File: src/rtl/sr_seq_pkg.sv
package sr_seq_pkg;
  typedef enum logic [1:0] {
    ST_ARMED = 2'd0,
    ST_MOT   = 2'd1,
    ST_ON    = 2'd2,
    ST_BLANK = 2'd3
  } sr_st_e;
endpackage

File: src/rtl/sr_edge_det.sv
module sr_edge_det (
  input  logic clk_i,
  input  logic rst_ni,
  input  logic lvl_i,
  output logic rise_o
);
  logic lvl_q;

  always_ff @(posedge clk_i or negedge rst_ni) begin
    if (!rst_ni) lvl_q <= 1'b0;
    else         lvl_q <= lvl_i;
  end

  assign rise_o = lvl_i & ~lvl_q;
endmodule

File: src/rtl/sr_down_timer.sv
module sr_down_timer #(
  parameter int W = 8
) (
  input  logic         clk_i,
  input  logic         rst_ni,
  input  logic         clr_i,
  input  logic         load_i,
  input  logic [W-1:0] val_i,
  input  logic         run_i,
  output logic         done_o
);
  localparam logic [W-1:0] ONE = W'(1);

  logic [W-1:0] cnt_q;

  always_ff @(posedge clk_i or negedge rst_ni) begin
    if (!rst_ni)                   cnt_q <= '0;
    else if (clr_i)                cnt_q <= '0;
    else if (load_i)               cnt_q <= (val_i == '0) ? ONE : val_i;
    else if (run_i && cnt_q > ONE) cnt_q <= cnt_q - ONE;
  end

  // last cycle of the window
  assign done_o = (cnt_q <= ONE);
endmodule

File: src/rtl/sr_seq_fsm.sv
module sr_seq_fsm
  import sr_seq_pkg::*;
(
  input  logic   clk_i,
  input  logic   rst_ni,
  input  logic   vds_on_i,
  input  logic   vds_off_i,
  input  logic   vds_rst_i,
  input  logic   sync_i,
  input  logic   sync_rise_i,
  input  logic   mot_done_i,
  input  logic   blk_done_i,
  output logic   mot_load_o,
  output logic   blk_load_o,
  output logic   tmr_clr_o,
  output logic   mot_run_o,
  output logic   blk_run_o,
  output logic   gate_on_o,
  output logic   mot_end_o,
  output logic   mot_end_val_o,
  output sr_st_e st_o
);
  sr_st_e st_q, st_d;
  logic   strobe;
  logic   me_q, mv_q;

  always_comb begin
    st_d       = st_q;
    mot_load_o = 1'b0;
    blk_load_o = 1'b0;
    tmr_clr_o  = 1'b0;
    strobe     = 1'b0;
    if (sync_rise_i) begin
      st_d      = ST_ARMED;
      tmr_clr_o = 1'b1;
    end else begin
      unique case (st_q)
        ST_ARMED: if (vds_on_i && !sync_i) begin
          st_d       = ST_MOT;
          mot_load_o = 1'b1;
        end
        ST_MOT: if (mot_done_i) begin
          strobe = 1'b1;
          if (vds_off_i) begin
            st_d       = ST_BLANK;
            blk_load_o = 1'b1;
          end else begin
            st_d = ST_ON;
          end
        end
        ST_ON: if (vds_off_i) begin
          st_d       = ST_BLANK;
          blk_load_o = 1'b1;
        end
        ST_BLANK: if (vds_rst_i || blk_done_i) st_d = ST_ARMED;
        default: st_d = ST_ARMED;
      endcase
    end
  end

  always_ff @(posedge clk_i or negedge rst_ni) begin
    if (!rst_ni) begin
      st_q <= ST_ARMED;
      me_q <= 1'b0;
      mv_q <= 1'b0;
    end else begin
      st_q <= st_d;
      me_q <= strobe;
      if (strobe) mv_q <= vds_off_i;
    end
  end

  assign mot_run_o     = (st_q == ST_MOT);
  assign blk_run_o     = (st_q == ST_BLANK);
  assign gate_on_o     = (st_q == ST_MOT) || (st_q == ST_ON);
  assign mot_end_o     = me_q;
  assign mot_end_val_o = mv_q;
  assign st_o          = st_q;
endmodule

File: src/rtl/sr_gate_seq.sv
module sr_gate_seq
  import sr_seq_pkg::*;
#(
  parameter int MOT_W    = 8,
  parameter int BLK_W    = 10,
  parameter int CLK_KHZ  = 50000,
  parameter int BLANK_NS = 17000
) (
  input  logic             clk_i,
  input  logic             rst_ni,
  input  logic             vds_on_i,
  input  logic             vds_off_i,
  input  logic             vds_rst_i,
  input  logic             sync_i,
  input  logic             allow_i,
  input  logic [MOT_W-1:0] mot_cyc_i,
  input  logic [BLK_W-1:0] blank_cyc_i,
  output logic             gate_o,
  output logic             mot_end_o,
  output logic             mot_end_val_o
);
  localparam longint BLANK_DEF_L = longint'(CLK_KHZ) * longint'(BLANK_NS) / 64'd1000000;
  localparam logic [BLK_W-1:0] BLANK_DEF = BLK_W'(BLANK_DEF_L);

  logic       sync_rise;
  logic       mot_load, blk_load, tmr_clr, mot_run, blk_run;
  logic       mot_done, blk_done, gate_on;
  logic [BLK_W-1:0] blank_val;
  sr_st_e     st_q;

  assign blank_val = (blank_cyc_i == '0) ? BLANK_DEF : blank_cyc_i;

  sr_edge_det u_sync_edge (
    .clk_i  (clk_i),
    .rst_ni (rst_ni),
    .lvl_i  (sync_i),
    .rise_o (sync_rise)
  );

  sr_down_timer #(.W(MOT_W)) u_mot_tmr (
    .clk_i  (clk_i),
    .rst_ni (rst_ni),
    .clr_i  (tmr_clr),
    .load_i (mot_load),
    .val_i  (mot_cyc_i),
    .run_i  (mot_run),
    .done_o (mot_done)
  );

  sr_down_timer #(.W(BLK_W)) u_blk_tmr (
    .clk_i  (clk_i),
    .rst_ni (rst_ni),
    .clr_i  (tmr_clr),
    .load_i (blk_load),
    .val_i  (blank_val),
    .run_i  (blk_run),
    .done_o (blk_done)
  );

  sr_seq_fsm u_fsm (
    .clk_i         (clk_i),
    .rst_ni        (rst_ni),
    .vds_on_i      (vds_on_i),
    .vds_off_i     (vds_off_i),
    .vds_rst_i     (vds_rst_i),
    .sync_i        (sync_i),
    .sync_rise_i   (sync_rise),
    .mot_done_i    (mot_done),
    .blk_done_i    (blk_done),
    .mot_load_o    (mot_load),
    .blk_load_o    (blk_load),
    .tmr_clr_o     (tmr_clr),
    .mot_run_o     (mot_run),
    .blk_run_o     (blk_run),
    .gate_on_o     (gate_on),
    .mot_end_o     (mot_end_o),
    .mot_end_val_o (mot_end_val_o),
    .st_o          (st_q)
  );

  // sync level overrides without waiting for a clock edge
  assign gate_o = gate_on & allow_i & ~sync_i;
endmodule

File: config.mk
export PLATFORM = sky130hd
export DESIGN_NAME = sr_gate_seq
export DESIGN_NICKNAME = d
export VERILOG_FILES = /design/src/rtl/sr_seq_pkg.sv /design/src/rtl/sr_edge_det.sv /design/src/rtl/sr_down_timer.sv /design/src/rtl/sr_seq_fsm.sv /design/src/rtl/sr_gate_seq.sv
export SDC_FILE = /design/constraint.sdc
export NUM_CORES = 1
export LEC_CHECK = 0
export BUFFER_PORTS_ARGS = -buffer_cell sky130_fd_sc_hd__clkbuf_2
export CAP_MARGIN = 5
export CORE_ASPECT_RATIO = 1.5
export CORE_MARGIN = 2
export CORE_UTILIZATION = 45
export DETAILED_ROUTE_END_ITERATION = 16
export PLACE_DENSITY_LB_ADDON = 0.3
export SYNTH_ARGS = -nofsm -noshare
export SYNTH_HDL_FRONTEND = slang
export SYNTH_SLANG_ARGS = --single-unit
File: constraint.sdc
create_clock -name clk_i -period 2.1 [get_ports clk_i]
set_clock_uncertainty 0.15 [all_clocks]
set_input_delay 0.21 -clock clk_i [delete_from_list [all_inputs] [get_ports clk_i]]
set_output_delay 0.21 -clock clk_i [all_outputs]
set_load 0.005 [all_outputs]
# Word-level counts from Yosys, hierarchy flattened
# Index checks and enable logic that the tools add are counted.
dict set report totals {
  regBits 23
  inputBits 25
  output_inout_bits 3
  elab_cells 64
}
dict set report op_classes {
  addsub 2
  magnitude_cmp 4
  eq_ne 7
  n_mux 27
  bitwise 5
  n_reduce_logical 13
}
# op n
set op_table {}
lappend op_table {{$mux W10} 5}
lappend op_table {{$mux W8} 4}
lappend op_table {{$logic_not A10 Y1} 2}
lappend op_table {{$mux W1} 11}
lappend op_table {{$gt A10 B1 Y1 const B} 1}
lappend op_table {{$le A10 B1 Y1 const B} 1}
lappend op_table {{$mux W2} 5}
lappend op_table {{$sub A10 B1 Y10 const B} 1}
lappend op_table {{$gt A8 B1 Y1 const B} 1}
lappend op_table {{$le A8 B1 Y1 const B} 1}
lappend op_table {{$logic_not A8 Y1} 1}
lappend op_table {{$pmux W2 S4} 1}
lappend op_table {{$sub A8 B1 Y8 const B} 1}
lappend op_table {{$ne A3 B2 Y1 const B} 2}
lappend op_table {{$ne A3 B3 Y1 const B} 2}
lappend op_table {{$reduce_bool A3 Y1} 2}
lappend op_table {{$eq A2 B2 Y1 const B} 2}
lappend op_table {{$reduce_and A4 Y1} 1}
lappend op_table {{$and A1 B1 Y1} 3}
lappend op_table {{$logic_and A1 B1 Y1} 3}
lappend op_table {{$eq A2 B1 Y1 const B} 1}
lappend op_table {{$logic_not A2 Y1} 1}
lappend op_table {{$logic_or A1 B1 Y1} 2}
lappend op_table {{$not A1 Y1} 2}
lappend op_table {{2 further kinds} 2}

# Longest topological paths before layout
# Gate-level depths: netlist (run 1).
dict set report logic_depth {
  word_depth 7
  depth_mapped 7
  ltp_nobuf 6
}

# Hierarchy
# From an unflattened synthesis (run 1), not the netlist that was laid out.
dict set report hier_totals {
  cells_unflattened 198
  area_unflattened_um2 1745.4
}
# mod n_inst cells_per_inst area_per_inst_um2
set by_module_without_submodules {}
lappend by_module_without_submodules {{sr_down_timer (u_blk_tmr)} 1 85 737.0}
lappend by_module_without_submodules {{sr_down_timer (u_mot_tmr)} 1 59 554.3}
lappend by_module_without_submodules {sr_seq_fsm 1 33 309.0}
lappend by_module_without_submodules {sr_gate_seq 1 19 106.4}
lappend by_module_without_submodules {sr_edge_det 1 2 38.8}

# Least setup slack after synthesis (run 1)
# No wires, ideal clock.
dict set report synth_timing {
  kind {flip-flop to flip-flop}
  startpoint {reg u_fsm.st_q[1] (netlist: u_fsm.st_o[1])}
  endpoint {reg u_blk_tmr.cnt_q[1]}
  setup_time_ns 0.133
  t_arrival_ns 2.028
  required_ns 1.817
  path_slack_ns -0.212
  path_stages_with_launch 8
  synth_period_minus_slack_ns 2.312
  cell_sequence {dfrtp_1 > inv_1 > ha_1 > or4b_4 > o41a_1 > buf_2 > o21ai_0 > o22ai_1}
}
dict set report synth_between {
  elab_chain_cells 5
  word_cells_on_any_way 9
}
# item line
set synth_lines {}
lappend synth_lines {{start: declaration} sr_seq_fsm.sv:23} ;# sr_st_e st_q, st_d;
lappend synth_lines {{start signal: assignment} sr_seq_fsm.sv:67} ;# st_q <= st_d;
lappend synth_lines {{$eq A2 B2 Y1 or $eq A2 B1 Y1 (tied branches)} sr_seq_fsm.sv:37} ;# unique case (st_q)
lappend synth_lines {{$pmux W1 S2} sr_seq_fsm.sv:37}
lappend synth_lines {{$mux W1} sr_seq_fsm.sv:33} ;# if (sync_rise_i) begin
lappend synth_lines {{$mux W10} sr_down_timer.sv:19} ;# else if (load_i) cnt_q <= (val_i == '0) ? ONE : val_i;
lappend synth_lines {{$mux W10} sr_down_timer.sv:18} ;# else if (clr_i) cnt_q <= '0;
lappend synth_lines {{end signal: assignment} sr_down_timer.sv:19}
lappend synth_lines {{end signal: assignment} sr_down_timer.sv:20} ;# else if (run_i && cnt_q > ONE) cnt_q <= cnt_q - ONE;
lappend synth_lines {{end: declaration} sr_down_timer.sv:14} ;# logic [W-1:0] cnt_q;
# Several ways; a longest one is shown, not always the timed one.
# A chain may end at the register's enable or synchronous reset.

# Worst setup path in the final report (run 1)
dict set report layout_timing {
  startpoint {reg u_fsm.st_q[1] (netlist: u_fsm.st_o[1])}
  endpoint {reg u_blk_tmr.cnt_q[8]}
}
# The elaborated chain is that of the path after synthesis.

==> results.json, run 1 <==
{
  "period_needed_ns": 2.23,
  "grt_max_degree": 24,
  "status": "finished with violations",
  "p_clk_share_pct": 8.8,
  "p_switching_mw": 1.35,
  "vias_per_cell": 5.91,
  "drtAntennaViolNets": 0,
  "avgRoutedWirePerCell_um": 16.0,
  "ctsRootBufferMaster": "clkbuf_8",
  "worstPathArrival_ns": 2.22,
  "fin_util_pct": 66.8,
  "crit_type": "register to register",
  "ys_seq_area_share_pct": 36.2,
  "grt.overflow.total": 0,
  "gp_congestion": 0.871,
  "power_mw": 3.17,
  "synth_edf_count": 0,
  "swShare_pct": 42.8,
  "final_nets": 273,
  "die_h_um": 76.8,
  "power_frac_seq_pct": 24.1,
  "grt_util_all_layers_pct": 24.1,
  "synth_cell_types": 49,
  "cts_tree": "yes",
  "combPwrFrac_pct": 67.0,
  "maxCapViolCount": 0,
  "rsz0062_at_grt": "yes",
  "fin_ws_ns": -0.127,
  "place_inst": 269,
  "io_buffers": 27,
  "maxSlewViolCount": 0,
  "antenna_found_initial": 0,
  "syn_nets": 207,
  "drt_wl_total_um": 4470,
  "grt_pass1_vias": 1769,
  "syn_to_final_growth_pct": 42.2,
  "coreArea_um2": 3380,
  "clkTransAtPathRegs_ns": 0.09,
  "async_flop_share_pct": 100,
  "synthesis.area_um2": 1590,
  "start_util_pct": 47.0,
  "max-slew-margin-rel_pct": 59.1,
  "cp-startpoint": "u_fsm.st_o[1]",
  "rows": 26,
  "dp.final_hpwl_um": 3400,
  "yosysTopAreaCell": "dfrtp_1",
  "syn_area_per_cell_um2": 9.19,
  "drt_pass1_iterations": 4,
  "cts_buffer_depth": 2,
  "start_kind": "register",
  "hold_viol": 0,
  "numCtsBuffers": 3,
  "synth_warnings": 0,
  "synth.top_cell.area_share_pct": 36.2,
  "leakage_nw": 1.01,
  "synth_flop_cell": "dfrtp_1",
  "min_from": "blank_cyc_i[2]",
  "cp_max_fo": 5,
  "diodes": 0,
  "grt_pass1_wl_um": 7470,
  "die_area_um2": 4040,
  "num_vias": 1656,
  "htree_levels": 1,
  "drive_above_1_share_pct": 41.2,
  "p_int_mw": 1.81,
  "failed_checks": "negative setup slack",
  "cp.required_ns": 2.10,
  "synth_area_leaders": "dfrtp_1 36%, ha_1 7.1%, o21ai_0 4.1%",
  "cts_num_sinks": 23,
  "ir_worst_vdd_mv": 0.875,
  "hp-class": "input pin to register",
  "synthCells": 173,
  "clk-insertion-delay-late_ns": 0.27,
  "period_share_pct": 106,
  "drc": 0,
  "ys_ff_latch": 23,
  "die_w_um": 52.5,
  "powerDensity_nw_per_um2": 1400,
  "first_iter_violations": 45,
  "endpoint_kind": "register",
  "final_cell_count_no_fill": 280,
  "timing.rr.start": "u_fsm.st_o[1]",
  "max_freq_mhz": 449,
  "max_slew.worst_pin.slew_ns": 0.614,
  "finalSetupViolations": 11,
  "ios": 28,
  "r2r_slack_ns": -0.13
}
==> critical path, stage by stage (launching register included) <==
cell and delay, ns:
dfrtp_1 0.40, inv_2 0.08, ha_4 0.12, or4b_4 0.45, o41a_1 0.38, buf_6 0.16
o41ai_2 0.29, a21oi_1 0.09
==> flip-flops by register name (all words and copies together), names as in the netlist <==
signal / count
u_mot_tmr.cnt_q: 8
u_fsm.mot_end_val_o: 1
u_fsm.st_o: 2
u_fsm.mot_end_o: 1
u_sync_edge.lvl_q: 1
u_blk_tmr.cnt_q: 10
==> timing repair <==
action	CTS	global route
hold buffers	2	0
setup endpoints to repair	14	17
gates cloned	0	1
pin swaps	4	7
buffers inserted	1	3
hold endpoints to repair	24	0
resized for setup	14	17
==> Yosys cell counts, types with 3 or more instances <==
library cell,n
nor4_1,6
mux2i_1,5
o31ai_1,6
ha_1,9
dfrtp_1,23
a21oi_1,9
nand3_1,7
inv_1,9
nor3_1,4
o41ai_1,3
a31oi_1,9
o21ai_0,13
o22ai_1,3
nand2_1,7
clkbuf_1,5
nand4_1,3
nor2_1,8
==> kinds of logic after synthesis <==
| family | synth area share [%] |
|---|---|
| and+or+nand+nor | 22.6 |
| AOI/OAI and AO/OA | 23.4 |
| DFF | 36.2 |
| buffers and inverters | 3.93 |
| adders and majority gates | 7.08 |
| muxes | 4.56 |
| xor gates and xnor gates | 2.20 |
==> final timing paths <==
kind                       cells after the start             endpoint
max in group asynchronous                      2        u_fsm.st_o[0]
hold reg to reg                                1  u_fsm.mot_end_val_o
setup reg to reg                               7   u_blk_tmr.cnt_q[8]
setup / recovery                               7   u_blk_tmr.cnt_q[8]
hold / removal                                 2   u_blk_tmr.cnt_q[2]
min in group asynchronous                      2   u_mot_tmr.cnt_q[7]
==> power groups by stage <==
stage / Sequential, mW / Clock [mW] / Combinational, mW
2_1_floorplan: 0.767 / 0 / 1.02
3_3_place_gp: 0.755 / 0 / 1.75
3_5_place_dp: 0.765 / 0 / 1.82
4_1_cts: 0.759 / 0.288 / 1.94
5_1_grt: 0.789 / 0.305 / 2.32
6_report: 0.765 / 0.280 / 2.12
==> routing by layer <==
| metal | up-vias | share of wire, % | global-route usage (%) |
|---|---|---|---|
| met2 | 41 | 57 | 43.6 |
| met4 | 0 | 1.7 | 10.8 |
| met5 | - | 0 | 0 |
| met1 | 805 | 39 | 26.5 |
| met3 | 8 | 2.6 | 3.11 |
| li1 | 802 | - | - |
==> per-stage QoR <==
step	area, um2	TNS, ns	setup WS, ns	hold WS, ns
floorplan	1600	-0.549	-0.111	-0.236
global route	2260	-1.78	-0.194	0.0164
finish	2260	-0.759	-0.127	0.0187
detailed placement	2020	-0.807	-0.184	0.0946
global placement	2020	-0.262	-0.0666	0.0794
CTS	2160	-0.649	-0.119	0.0146
==> cell usage in the layout (no fill, tap or decap), types with 2 or more instances in the layout <==
| cell | Yosys | layout |
|---|---|---|
| nand3b_1 | 2 | 2 |
| o2bb2ai_1 | 2 | 2 |
| nand3_1 | 7 | 7 |
| o41ai_2 | 0 | 3 |
| o21ai_0 | 13 | 11 |
| nor4_1 | 6 | 4 |
| or2_2 | 2 | 2 |
| o31ai_1 | 6 | 5 |
| nor2b_1 | 2 | 2 |
| buf_4 | 0 | 34 |
| nand2_1 | 7 | 7 |
| a31oi_1 | 9 | 9 |
| inv_1 | 9 | 8 |
| buf_6 | 0 | 4 |
| o22ai_1 | 3 | 2 |
| dlygate4sd3_1 | 0 | 2 |
| nand2b_1 | 2 | 2 |
| nor2_1 | 8 | 6 |
| a21oi_1 | 9 | 8 |
| xnor2_1 | 2 | 2 |
| dfrtp_1 | 23 | 23 |
| ha_1 | 9 | 6 |
| clkbuf_2 | 1 | 27 |
| ha_4 | 0 | 2 |
| mux2i_1 | 5 | 5 |
| or4_4 | 1 | 3 |
| nand4_1 | 3 | 3 |
| xor2_1 | 2 | 2 |
| nor3_1 | 4 | 4 |
| o41a_1 | 2 | 2 |
| clkbuf_8 | 0 | 3 |
==> cell type report <==
type | count | area (um2)
fill | 275 | 1120
multi-input combinational | 134 | 1090
sequential | 23 | 576
timing repair buffer | 68 | 460
tap | 42 | 52.6
clock buffer | 4 | 45.0
inverter | 9 | 33.8
No activity file was read; power rests on OpenSTA's default activity.
==> run 2: changes to the inputs <==
--- a/config.mk
+++ b/config.mk
@@ -11,6 +11,7 @@
 export CORE_MARGIN = 2
 export CORE_UTILIZATION = 45
 export DETAILED_ROUTE_END_ITERATION = 16
+export HOLD_SLACK_MARGIN = 0.05
 export PLACE_DENSITY_LB_ADDON = 0.3
 export SYNTH_ARGS = -nofsm -noshare
 export SYNTH_HDL_FRONTEND = slang
==> run 2 against run 1 <==
Compared with the run above:
- the run still ends with negative setup slack left
- sequential power about the same
- non-clock buffer count up 3
- worst setup slack worse by 0.0047 ns
- sequential cell count unchanged
- fmax down 0.21%
- hold slack better by 0.057 ns
- wire length up 2.1%
- design area up 1.3%
- count of clock-buffer cells in the layout unchanged
- final cell count up 1.1%
==> results.json, run 2 (synthesized netlist as in run 1, its figures left out) <==
{
  "endpoint_kind": "register",
  "ios": 28,
  "htree_levels": 1,
  "vias_per_cell": 6.00,
  "avgRoutedWirePerCell_um": 16.1,
  "crit_path_max_incr_delay_ns": 0.45,
  "r2r_slack_ns": -0.13,
  "final_nets": 276,
  "rows": 26,
  "io_buffers": 27,
  "syn_to_final_growth_pct": 44.1,
  "drt_pass1_iterations": 4,
  "worst_path_max_delay_cell": "or4b_4",
  "diodes": 0,
  "max_slew.worst_pin.slew_ns": 0.610,
  "cp_max_fo": 5,
  "drc": 0,
  "ir_worst_vdd_mv": 0.877,
  "leakage_nw": 1.02,
  "die_area_um2": 4040,
  "failed_checks": "negative setup slack",
  "finalSetupViolations": 11,
  "hold_viol": 0,
  "max_freq_mhz": 448,
  "period_share_pct": 106,
  "die_h_um": 76.8,
  "coreArea_um2": 3380,
  "powerDensity_nw_per_um2": 1390,
  "cp.required_ns": 2.10,
  "maxSlewViolCount": 0,
  "grt_util_all_layers_pct": 24.5,
  "grt_pass1_wl_um": 7600,
  "hold_slack_ns": 0.0757,
  "crit_path_cell_trace": "inv_2, ha_4, or4b_4, o41a_1, buf_6, o41ai_2, a21oi_1",
  "dp.final_hpwl_um": 3400,
  "first_iter_violations": 37,
  "drive_above_1_share_pct": 40.7,
  "clk-insertion-delay-late_ns": 0.27,
  "start_kind": "register",
  "numCtsBuffers": 3,
  "period_needed_ns": 2.23,
  "largest_reg_flops": 10,
  "crit_type": "register to register",
  "grt_pass1_vias": 1788,
  "drtAntennaViolNets": 0,
  "grt.overflow.total": 0,
  "gp_congestion": 0.871,
  "cts_num_sinks": 23,
  "place_inst": 269,
  "start_util_pct": 47.0,
  "grt_max_degree": 24,
  "die_w_um": 52.5,
  "num_vias": 1699,
  "most-common-layout-cells": "34 x buf_4, 27 x clkbuf_2, 23 x dfrtp_1, 11 x o21ai_0, 9 x a31oi_1",
  "final_cell_count_no_fill": 283,
  "regMostFlops": "u_blk_tmr.cnt_q",
  "mostFrequentLayoutCell": "buf_4",
  "max-slew-margin-rel_pct": 59.3,
  "clkTransAtPathRegs_ns": 0.09,
  "cts_tree": "yes",
  "worstPathArrival_ns": 2.23,
  "drt_wl_total_um": 4560,
  "hp-class": "input pin to register",
  "cts_buffer_depth": 2,
  "maxCapViolCount": 0,
  "rsz0062_at_grt": "yes",
  "fin_ws_ns": -0.131,
  "antenna_found_initial": 0,
  "status": "finished with violations",
  "placed_area_um2": 2020,
  "fin_util_pct": 67.7,
  "ctsRootBufferMaster": "clkbuf_8",
  "postLayoutCellArea_um2": 2290
}
[run 2: per-stage QoR]
stage               TNS (ns)  worst slack (ns)  total power [mW]
floorplan             -0.549            -0.111              1.79
global placement      -0.262           -0.0666              2.51
detailed placement    -0.807            -0.184              2.59
CTS                   -0.649            -0.119              2.99
global route           -1.79            -0.194              3.42
finish                -0.798            -0.131              3.18
[run 2: where the power goes]
part | total, mW | switching, mW | internal (mW)
combinational | 2.13 | 1.07 | 1.06
sequential | 0.766 | 0.147 | 0.619
clock | 0.281 | 0.146 | 0.136
[run 2: layout make-up]
class,count,area (um2)
Tap cell,42,52.6
Sequential cell,23,576
Clock buffer,4,45.0
Timing Repair Buffer,71,490
Multi-Input combinational cell,134,1090
Inverter,9,33.8
Fill cell,271,1090
[run 2: worst max-delay path: cells and delay by family, from the launching register on]
kind / cells / cell delay [ns]
AOI/OAI and AO/OA: 3 / 0.76
buffers and inverters: 2 / 0.24
DFF: 1 / 0.40
adders and majority gates: 1 / 0.12
and+or+nand+nor: 1 / 0.45
[run 2: worst paths after layout]
path / from / to / cells after the start
min in group asynchronous: rst_ni / u_mot_tmr.cnt_q[7] / 2
max in group asynchronous: rst_ni / u_fsm.st_o[0] / 2
worst min-delay path: mot_cyc_i[0] / u_mot_tmr.cnt_q[0] / 3
worst max register to register: u_fsm.st_o[1] / u_blk_tmr.cnt_q[8] / 7
worst min register to register: u_fsm.mot_end_val_o / u_fsm.mot_end_val_o / 1
worst max-delay path: u_fsm.st_o[1] / u_blk_tmr.cnt_q[8] / 7
[run 2: timing repair]
| item | in CTS | in global routing |
|---|---|---|
| hold buffers | 5 | 0 |
| gates cloned | 0 | 1 |
| endpoints found under the hold margin | 27 | 0 |
| pin swaps | 4 | 7 |
| buffers inserted | 1 | 3 |
| gates resized for setup | 14 | 17 |
| setup endpoints to repair | 14 | 17 |
[run 2: per-layer routing]
metal  track usage [%]  share of wire, %  vias up
li1                  -                 -      810
met1              27.2                39      827
met2              44.4                56       50
met3              3.11               2.8       12
met4              10.8               1.9        0
met5                 0                 0        -
==> run 3: changes to the inputs <==
--- a/config.mk
+++ b/config.mk
@@ -13,6 +13,8 @@
 export DETAILED_ROUTE_END_ITERATION = 16
 export HOLD_SLACK_MARGIN = 0.05
 export PLACE_DENSITY_LB_ADDON = 0.3
+export RECOVER_POWER = 100
 export SYNTH_ARGS = -nofsm -noshare
 export SYNTH_HDL_FRONTEND = slang
 export SYNTH_SLANG_ARGS = --single-unit
+export TNS_END_PERCENT = 10
==> run 3 against run 2 <==
Compared with the run above:
- the run still ends with negative setup slack left
- via count fell by 2.4%
- die area did not move
- fmax rose by 1.5%
- highest routed layer unchanged
==> results.json, run 3 (synthesized netlist as in run 1, its figures left out) <==
{
  "status": "finished with violations",
  "failed_checks": "negative setup slack",
  "drive_above_1_share_pct": 36.9,
  "r2r_slack_ns": -0.1,
  "cp_max_fo": 10,
  "largest_reg_flops": 10,
  "worstReg2RegEnd": "u_blk_tmr.cnt_q[8]",
  "numCtsBuffers": 3,
  "final_nets": 271,
  "dp.final_hpwl_um": 3370,
  "fin_ws_ns": -0.0983,
  "swShare_pct": 42.4,
  "min_from": "mot_cyc_i[0]",
  "endpoint_kind": "register",
  "rsz0062_at_grt": "yes",
  "placed_area_um2": 2020,
  "grt_pass1_wl_um": 7590,
  "hp-class": "input pin to register",
  "drc": 0,
  "timing.rr.start": "u_fsm.st_o[1]",
  "die_area_um2": 4040,
  "coreArea_um2": 3380,
  "postLayoutCellArea_um2": 2180,
  "p_int_mw": 1.72,
  "grt_util_all_layers_pct": 24.2,
  "cts_buffer_depth": 2,
  "leakage_nw": 0.979,
  "crit_type": "register to register",
  "combPwrFrac_pct": 65.3,
  "num_vias": 1658,
  "power_frac_seq_pct": 25.4,
  "clk-insertion-delay-late_ns": 0.27,
  "drt_pass1_iterations": 4,
  "ir_worst_vdd_mv": 0.879,
  "htree_levels": 1,
  "cts_num_sinks": 23,
  "ctsRootBufferMaster": "clkbuf_8",
  "grt.overflow.total": 0,
  "worst-r2r-cell-count": 7,
  "avgRoutedWirePerCell_um": 15.6,
  "period_needed_ns": 2.20,
  "place_ws_ns": -0.130,
  "max-slew-margin-rel_pct": 13.1,
  "nFillCells": 302,
  "period_share_pct": 105,
  "die_h_um": 76.8,
  "powerDensity_nw_per_um2": 1370,
  "cp.required_ns": 2.10,
  "drt_wl_total_um": 4340,
  "syn_to_final_growth_pct": 37.0,
  "hold_path_depth": 3,
  "start_kind": "register",
  "maxSlewViolCount": 0,
  "die_w_um": 52.5,
  "cts_tree": "yes",
  "max_slew.worst_pin.slew_ns": 1.30,
  "start_util_pct": 47.0,
  "grt_pass1_vias": 1734,
  "vias_per_cell": 5.96,
  "clkTransAtPathRegs_ns": 0.08,
  "post_cts_buffers": 0,
  "maxCapViolCount": 0,
  "ios": 28,
  "mostFrequentLayoutCell": "buf_4",
  "p_switching_mw": 1.27,
  "first_iter_violations": 35,
  "regMostFlops": "u_blk_tmr.cnt_q",
  "finalSetupViolations": 10,
  "worstPathArrival_ns": 2.20,
  "p_clk_share_pct": 9.3,
  "hold_viol": 0,
  "antenna_found_initial": 0,
  "drtAntennaViolNets": 0,
  "diodes": 0,
  "grt_max_degree": 24,
  "multi_input_area_um2": 1030,
  "gp_congestion": 0.871,
  "min_to": "u_mot_tmr.cnt_q[0]",
  "rows": 26,
  "io_buffers": 27,
  "max_freq_mhz": 455,
  "most-common-layout-cells": "31 x buf_4, 24 x clkbuf_2, 23 x dfrtp_1, 12 x o21ai_0, 9 x a31oi_1",
  "hold_slack_ns": 0.0719,
  "seqCellArea_um2": 576,
  "power_mw": 2.99
}
[run 3: critical path, stage by stage (launching register included)]
cell and delay, ns:
dfrtp_1 0.39, inv_2 0.07, ha_4 0.12, or4b_4 0.47
o41a_1 0.36, buf_6 0.16, o41ai_4 0.29, a21oi_1 0.07
[run 3: stage by stage]
step,utilization (%),std cells,TNS (ns)
final,64.4,278,-0.461
after global routing,64.4,278,-1.83
after CTS,64.1,278,-0.438
after detailed placement,59.6,269,-0.695
after global placement,59.6,269,-0.262
after floorplan,-,173,-0.549
[run 3: what timing repair did]
action / 4_1_cts / 5_1_grt
endpoints found under the setup margin: 14 / 16
gates resized for setup: 12 / 8
pin swaps: 1 / 3
endpoints found under the hold margin: 27 / 0
hold buffers: 5 / 0
[run 3: power by group through the flow]
stage / clock [mW] / combinational, mW / sequential, mW
finish: 0.278 / 1.95 / 0.758
global route: 0.300 / 2.14 / 0.786
CTS: 0.282 / 1.91 / 0.752
detailed placement: 0 / 1.82 / 0.762
global placement: 0 / 1.75 / 0.755
floorplan: 0 / 1.02 / 0.767
[run 3: per-layer routing]
metal  global-route usage (%)  wire length [um]
met1                     27.5              1740
met5                        0                 0
met2                     44.4              2430
met4                     8.72                89
met3                     2.53                83
[run 3: worst max path at each step]
| stage | cells past startpoint | slack [ns] | startpoint | end |
|---|---|---|---|---|
| final | 7 | -0.1 | u_fsm.st_o[1] | u_blk_tmr.cnt_q[8] |
| after global routing | 7 | -0.16 | u_fsm.st_o[1] | u_blk_tmr.cnt_q[8] |
| after CTS | 7 | -0.08 | u_fsm.st_o[1] | u_blk_tmr.cnt_q[8] |
| after detailed placement | 7 | -0.13 | u_fsm.st_o[1] | u_blk_tmr.cnt_q[9] |
| after global placement | 7 | -0.07 | u_fsm.st_o[1] | u_blk_tmr.cnt_q[6] |
| after floorplan | 7 | -0.11 | u_fsm.st_o[1] | u_blk_tmr.cnt_q[0] |
[run 3: final cells by class]
cell class,count,share of cell area (%)
multi-input combinational,134,47.3
clock buffer,4,2.07
inverter,9,1.55
timing repair buffer,66,20.3
tap,42,2.41
sequential,23,26.4
